--- src/rtl/irq_single_buffer.sv ---
module irq_single_buffer #(
  parameter int NSRC    = 6,
  parameter int SW      = 8,
  parameter int RDY_IDX = 5
) (
  input  logic            clk,
  input  logic            rst_n,
  input  logic [NSRC-1:0] evt_i,
  input  logic [SW-1:0]   en_i,
  input  logic            stat_rd_i,
  output logic            irq_n_o,
  output logic [SW-1:0]   status_o
);

  localparam logic [NSRC-1:0] RDY_MASK = NSRC'(1) << RDY_IDX;

  logic [NSRC-1:0] pend_q, cur_q, newev, avail, pick, take;
  logic            gap_q, boot_q, busy;
  logic            unused_en_hi;

  assign unused_en_hi = ^en_i[SW-1:NSRC];
  assign busy   = |cur_q;
  assign newev  = (evt_i | (boot_q ? '0 : RDY_MASK)) & en_i[NSRC-1:0];
  assign avail  = pend_q & en_i[NSRC-1:0];
  assign pick   = avail & (~avail + NSRC'(1));
  assign take   = (!busy && !gap_q) ? pick : '0;

  assign irq_n_o  = ~busy;
  assign status_o = {{(SW-NSRC){1'b0}}, cur_q};

  always_ff @(posedge clk or negedge rst_n) begin
    if (!rst_n) begin
      pend_q <= '0;
      cur_q  <= '0;
      gap_q  <= 1'b0;
      boot_q <= 1'b0;
    end else begin
      boot_q <= 1'b1;
      pend_q <= (pend_q | newev) & ~take;
      gap_q  <= 1'b0;
      if (busy && stat_rd_i) begin
        cur_q <= '0;
        gap_q <= 1'b1;
      end else if (!busy && !gap_q) begin
        cur_q <= pick;
      end
    end
  end

endmodule


--- config.mk ---
export PLATFORM = sky130hd
export DESIGN_NAME = irq_single_buffer
export DESIGN_NICKNAME = d
export VERILOG_FILES = /design/src/rtl/irq_single_buffer.sv
export SDC_FILE = /design/constraint.sdc
export NUM_CORES = 1
export LEC_CHECK = 0
export CAP_MARGIN = 20
export CORE_ASPECT_RATIO = 1.1
export CORE_MARGIN = 1
export CORE_UTILIZATION = 43
export CTS_CLUSTER_SIZE = 40
export DETAILED_ROUTE_END_ITERATION = 7
export PLACE_DENSITY = 0.8
export SYNTH_ARGS = -nofsm -noshare
export SYNTH_HDL_FRONTEND = slang
export SYNTH_SLANG_ARGS = --single-unit
--- constraint.sdc ---
create_clock -name clk -period 3.4 [get_ports clk]
set_clock_uncertainty 0.15 [all_clocks]
set_input_delay 0.68 -clock clk [delete_from_list [all_inputs] [get_ports clk]]
set_output_delay 0.68 -clock clk [all_outputs]
set_load 0.02 [all_outputs]
==> metrics.md, run 1 <==
| Metric | Value |
|---|---|
| Final WL | `1.18 mm` |
| Largest net degree at the start of global routing | `15` |
| CTS tree | `built` |
| Count leader, synth | `dfrtp_1` |
| Chip width | `38.4 µm` |
| Hold_ws | `367 ps` |
| H-tree Lvls | `1` |
| Post-synth top area share | `0.559` |
| Mapped Cells | `55` |
| Pwr dens | `823 nW/µm²` |
| Multi-input gate area | `262 µm²` |
| TritonCTS Sinks | `14` |
| Number of synthesized register bits | `14` |
| Area delta synth->final | `40.7%` |
| Number of max-cap violations | `0` |
| Via/cell ratio | `5.47` |
| Max Root-Sink Buffers | `2` |
| First-pass GRT wire length | `2.04 mm` |
| Setup violations, final | `0` |
| CP Max Fanout | `4` |
| Setup repair after global routing missed its margin | `false` |
| Final Cycle Share | `0.812` |
| Asr flop ratio synth | `1.00` |
| Pre-CTS WS | `921 ps` |
| Iteration-0 DRC Markers | `8` |
| Number of diodes | `0` |
| Worst-Margin Slew | `602 ps` |
| Initial Util | `0.459` |
| Crit Path Class | `register to primary output` |
| Worst-skew pair later-pin latency | `280 ps` |
| Main flop type after synthesis | `dfrtp_1` |
| Vias in the first global route | `462` |
| Critical path data required time | `2570 ps` |
| Mean Syn Cell Area | `11.4 µm²` |
| Register area | `350 µm²` |
| Finished Cell Area | `882 µm²` |
| Post_cts resized | `0` |
| EDFF count, synth | `0` |
| Final core utilization | `0.646` |
| Peak Freq | `362 MHz` |
| WP data arrival | `1930 ps` |
| GRT Total Usage | `0.181` |
| Top post-synthesis cells by area | `dfrtp_1, a21oi_1, a32o_1` |
| Pins over their slew limit | `0` |
| Die Ht | `42.0 µm` |
| Final Instance Count excl. Fillers | `95` |
| CP Capture Type | `primary output` |
| Nets | `97` |
| Routed vias | `520` |
| Die area | `1610 µm²` |
| Final Critical Period | `2760 ps` |
| Worst-path clk slew | `80 ps` |
| Top cells by count, synth | `dfrtp_1, a21oi_1, a31oi_1, nand2_1, a32o_1` |
| Relative slew slack | `0.597` |
| Wire per inst | `12.4 µm` |
| Leak | `0.363 nW` |
| Dpl cell area | `846 µm²` |
| Synth Warn # | `0` |
| Min-delay worst type | `register to register` |
| Post-DP HPWL | `919 µm` |
| GRT overflow | `0` |
| Hold buffer count at CTS | `0` |
| Final setup margin | `640 ps` |
| Antenna-violating nets left | `0` |
| Status | `complete, no violations` |
| Num ports | `26` |
| First-pass iteration count of the detailed router | `4` |
| Post-Syn Area | `627 µm²` |
| Initial antenna violation count | `0` |
| Root Buffer | `clkbuf_4` |
| CP Launch Type | `register` |
| I/O Buffers | `21` |
| Worst R2R Setup Slack | `1950 ps` |
| Distinct cells, synth | `22` |
| Register area share after synthesis | `0.559` |
| Final Hold Vio Count | `0` |
| VDD IR max | `0.414 mV` |
| Fill count | `127` |
| Core Area | `1370 µm²` |
| Rows | `14` |
| Share of cells above drive strength 1 | `0.114` |
| Power after layout | `0.726 mW` |
| Residual DRC count | `0` |
| Placed Cells incl. Taps | `91` |
| CTS buffer count | `3` |
| Post-CTS setup buffers | `0` |
| Routability congestion estimate | `0.735` |
| Setup Total Neg Slack | `0 ps` |
| Largest area contributor in the netlist | `dfrtp_1` |
per-layer routing:
| metal | GRT usage | vias to the layer above | part of all wire |
|---|---|---|---|
| met5 | 0 | - | 0 |
| met4 | 0.0621 | 0 | 0.014 |
| met1 | 0.261 | 245 | 0.43 |
| met3 | 0.0426 | 2 | 0.061 |
| li1 | - | 252 | - |
| met2 | 0.268 | 21 | 0.49 |
cells by family (layout without fill, tap and decap cells):
family,Yosys count,after routing,share of synthesized area
AOI/OAI and AO/OA,21,21,0.230
and+or+nand+nor,15,15,0.170
DFF,14,14,0.559
buffers and inverters,3,26,0.0299
other,2,3,0.0120
sequential cells by signal (all words and copies together) (netlist names):
| signal | flops |
|---|---|
| cur_q | 6 |
| pend_q | 6 |
| gap_q | 1 |
| boot_q | 1 |
worst max-delay path, cell delays in order, from the launching register on:
cell and delay (ps):
dfrtp_1 430, nor4_4 350, nor3b_2 250, clkdlybuf4s50_1 630
where the power goes:
group	internal, mW	switching (mW)	leakage [nW]
Combinational	0.174	0.158	0.177
Sequential	0.223	0.0545	0.165
Clock	0.0651	0.0519	0.0210
Total	0.462	0.264	0.363
path summary, 6_finish.rpt:
path,cells after the start,start,end
worst max register to register,3,cur_q[1],pend_q[4]
worst max-delay path,3,cur_q[1],irq_n_o
max in group asynchronous,1,rst_n,pend_q[1]
worst min register to register,1,pend_q[2],pend_q[2]
worst min-delay path,1,pend_q[2],pend_q[2]
min in group asynchronous,1,rst_n,gap_q
placed cells by master, fill, tap and decap left out, types with 2 or more instances in the layout:
cell and count:
clkdlybuf4s50_1 21, o2bb2ai_1 2, conb_1 3, a32o_1 3, a31oi_1 4, nand2_1 4
dfrtp_1 14, a21oi_1 9, and2_1 2, clkbuf_4 3
layout make-up:
type                       count  share of cell area
sequential                    14               0.397
multi-input combinational     39               0.296
timing repair buffer          21               0.238
clock buffer                   4              0.0411
tap                           16              0.0227
inverter                       1             0.00426
(Power assumes the default switching activity.)
==> inputs of run 2 (changes only) <==
--- a/config.mk
+++ b/config.mk
@@ -8,10 +8,10 @@
 export CAP_MARGIN = 20
 export CORE_ASPECT_RATIO = 1.1
 export CORE_MARGIN = 1
-export CORE_UTILIZATION = 43
+export CORE_UTILIZATION = 36
 export CTS_CLUSTER_SIZE = 40
 export DETAILED_ROUTE_END_ITERATION = 7
-export PLACE_DENSITY = 0.8
+export PLACE_DENSITY = 0.72
 export SYNTH_ARGS = -nofsm -noshare
 export SYNTH_HDL_FRONTEND = slang
 export SYNTH_SLANG_ARGS = --single-unit
==> constraint.sdc (replaced) <==
create_clock -name clk -period 2.4 [get_ports clk]
set_clock_uncertainty 0.15 [all_clocks]
set_input_delay 0.48 -clock clk [delete_from_list [all_inputs] [get_ports clk]]
set_output_delay 0.48 -clock clk [all_outputs]
set_load 0.02 [all_outputs]
==> run 2 against run 1 <==
Hold slack gained 13 ps. Non-clock buffer count did not move. Largest power group unchanged. Highest routed layer unchanged. Largest cell class unchanged. Final cell count up 1.1%. Power up 39%. First-iteration DRC count shrank 50%. Global-route usage is 3.2 points lower. Die area is 18% higher. Register-to-register slack got worse by 960 ps. Core utilization decreased by 9.3 points. Clock-buffer cell count unchanged. Clock power increased by 43%. Flip-flop and latch count stayed put.
==> metrics.md, run 2 (synthesized netlist as in run 1, its figures left out) <==
| Metric | Value |
|---|---|
| I/O Buffers | `21 (unchanged)` |
| Worst-path clk slew | `80 ps (about the same)` |
| Comb pwr share | `0.448 (-0.009)` |
| Final Critical Period | `2250 ps` |
| TritonCTS Sinks | `14 (unchanged)` |
| CP Launch Type | `register` |
| Routed vias | `507 (-2.5%)` |
| WP data arrival | `1620 ps (-310 ps)` |
| Hold_ws | `380 ps (+12.5 ps)` |
| Antenna-violating nets left | `0 (unchanged)` |
| Number of max-cap violations | `0 (unchanged)` |
| CP Max Fanout | `4 (unchanged)` |
| Crit Path Class | `register to primary output` |
| Die area | `1910 µm² (+18%)` |
| Int Pwr | `0.641 mW (+39%)` |
| Chip width | `41.8 µm (+8.8%)` |
| Setup repair after global routing missed its margin | `false` |
| Dpl cell area | `847 µm² (+0.15%)` |
| VDD IR max | `0.539 mV (+30%)` |
| Setup Total Neg Slack | `0 ps (unchanged)` |
| Leak | `0.364 nW (+0.38%)` |
| Worst Hold Depth | `1 (unchanged)` |
| Hold Path Origin | `pend_q[2]` |
| GRT overflow | `0 (unchanged)` |
| Status | `complete, no violations` |
| CTS tree | `built` |
| Nets | `97 (unchanged)` |
| Max Root-Sink Buffers | `2 (unchanged)` |
| Num ports | `26 (unchanged)` |
| Wire per inst | `12.7 µm (+2.8%)` |
| Final Cycle Share | `0.936` |
| Final WL | `1.22 mm (+3.9%)` |
| Sequential share of power | `0.387 (+0.005)` |
| Peak Freq | `445 MHz` |
| Worst-case reg-to-reg path depth | `3 (unchanged)` |
| Residual DRC count | `0 (unchanged)` |
| Critical path data required time | `1770 ps (-800 ps)` |
| Vias in the first global route | `500 (+8.2%)` |
| Share of cells above drive strength 1 | `0.114 (unchanged)` |
| Pins over their slew limit | `0 (unchanged)` |
| Via/cell ratio | `5.28 (-3.5%)` |
| Worst-skew pair later-pin latency | `280 ps (about the same)` |
| First-pass iteration count of the detailed router | `2 (-2)` |
| Finished Cell Area | `882 µm² (unchanged)` |
| Initial antenna violation count | `0 (unchanged)` |
| Multi-input gate area | `262 µm² (unchanged)` |
| Core Area | `1600 µm² (+17%)` |
| Root Buffer | `clkbuf_4` |
| Rows | `15 (+1)` |
| Placed Cells incl. Taps | `92 (+1.1%)` |
| Clock power frac | `0.165 (+0.004)` |
| First-pass GRT wire length | `2.13 mm (+4.8%)` |
| CP Capture Type | `primary output` |
| Final Hold Vio Count | `0 (unchanged)` |
| Iteration-0 DRC Markers | `4 (-4)` |
| Regs by FF count | `cur_q x6, pend_q x6` |
| Number of diodes | `0 (unchanged)` |
| Fill count | `149 (+17%)` |
| Post-DP HPWL | `926 µm (+0.76%)` |
| Hold Path Sink | `pend_q[2]` |
| Final Instance Count excl. Fillers | `96 (+1.1%)` |
| Final core utilization | `0.553 (-0.0927)` |
| Power after layout | `1.01 mW (+39%)` |
| RR Startpoint | `cur_q[1]` |
| Pre-CTS WS | `170 ps (-751 ps)` |
| Initial Util | `0.393 (-0.0659)` |
| Min-delay worst type | `register to register` |
| Hold buffer count at CTS | `0 (unchanged)` |
| Post-CTS setup buffers | `0 (unchanged)` |
| Worst-Margin Slew | `632 ps (+29.9 ps)` |
| Largest net degree at the start of global routing | `15 (unchanged)` |
| Setup violations, final | `0 (unchanged)` |
| Worst R2R Setup Slack | `990 ps (-960 ps)` |
| Final setup margin | `153 ps (-487 ps)` |
| Pwr dens | `1150 nW/µm² (+39%)` |
| Post_cts resized | `1 (+1)` |
| NetSw | `0.371 mW (+41%)` |
| Commonest non-fill, non-tap cell in the layout | `clkdlybuf4s50_1` |
| GRT Total Usage | `0.150 (-0.0318)` |
| Most frequent cells in the layout | `clkdlybuf4s50_1, dfrtp_1, a21oi_1, nand2_1, a31oi_1` |
| Area delta synth->final | `40.7% (unchanged)` |
| Reg-to-reg endpoint | `pend_q[4]` |
| Sw frac | `0.367 (+0.00313)` |
| H-tree Lvls | `1 (unchanged)` |
| Relative slew slack | `0.577 (-0.0200)` |
| Die Ht | `45.8 µm (+8.8%)` |
| Register area | `350 µm² (unchanged)` |
| Routability congestion estimate | `0.696 (-5.3%)` |
| CTS buffer count | `3 (unchanged)` |
-- run 2: cell count changes in the layout (fill, tap and decap cells not counted) --
cell             change
clkdlybuf4s50_1      -1
dlygate4sd2_1        +1
-- run 2: worst max path at each step --
stage	startpoint	end	slack, ps	cells after the start
floorplan	cur_q[1]	irq_n_o	560	2
global placement	cur_q[1]	irq_n_o	160	3
detailed placement	cur_q[1]	irq_n_o	170	3
CTS	cur_q[1]	irq_n_o	120	3
global route	cur_q[1]	irq_n_o	20	3
finish	cur_q[1]	irq_n_o	150	3
-- run 2: routing by layer --
metal	vias to the layer above	track usage	wire length (µm)
met5	-	0	0
met4	0	0.0968	17
met3	2	0.0357	93
met2	18	0.238	539
met1	234	0.185	570
li1	253	-	-
-- run 2: final cells by class --
type	count	share of cell area
sequential	14	0.397
multi-input combinational	39	0.296
clock buffer	4	0.0411
inverter	1	0.00426
timing repair buffer	21	0.237
tap	17	0.0241
-- run 2: critical path, cell delays in order (launching register included) --
cell,delay [ps]
dfrtp_1,430
nor4_4,330
nor3b_2,230
dlygate4sd2_1,350
-- run 2: power groups by stage --
stage	registers [mW]	logic [mW]	clock network [mW]
final	0.392	0.454	0.167
after global routing	0.406	0.499	0.181
after CTS	0.394	0.461	0.171
after detailed placement	0.399	0.471	0
after global placement	0.393	0.469	0
after floorplan	0.426	0.260	0
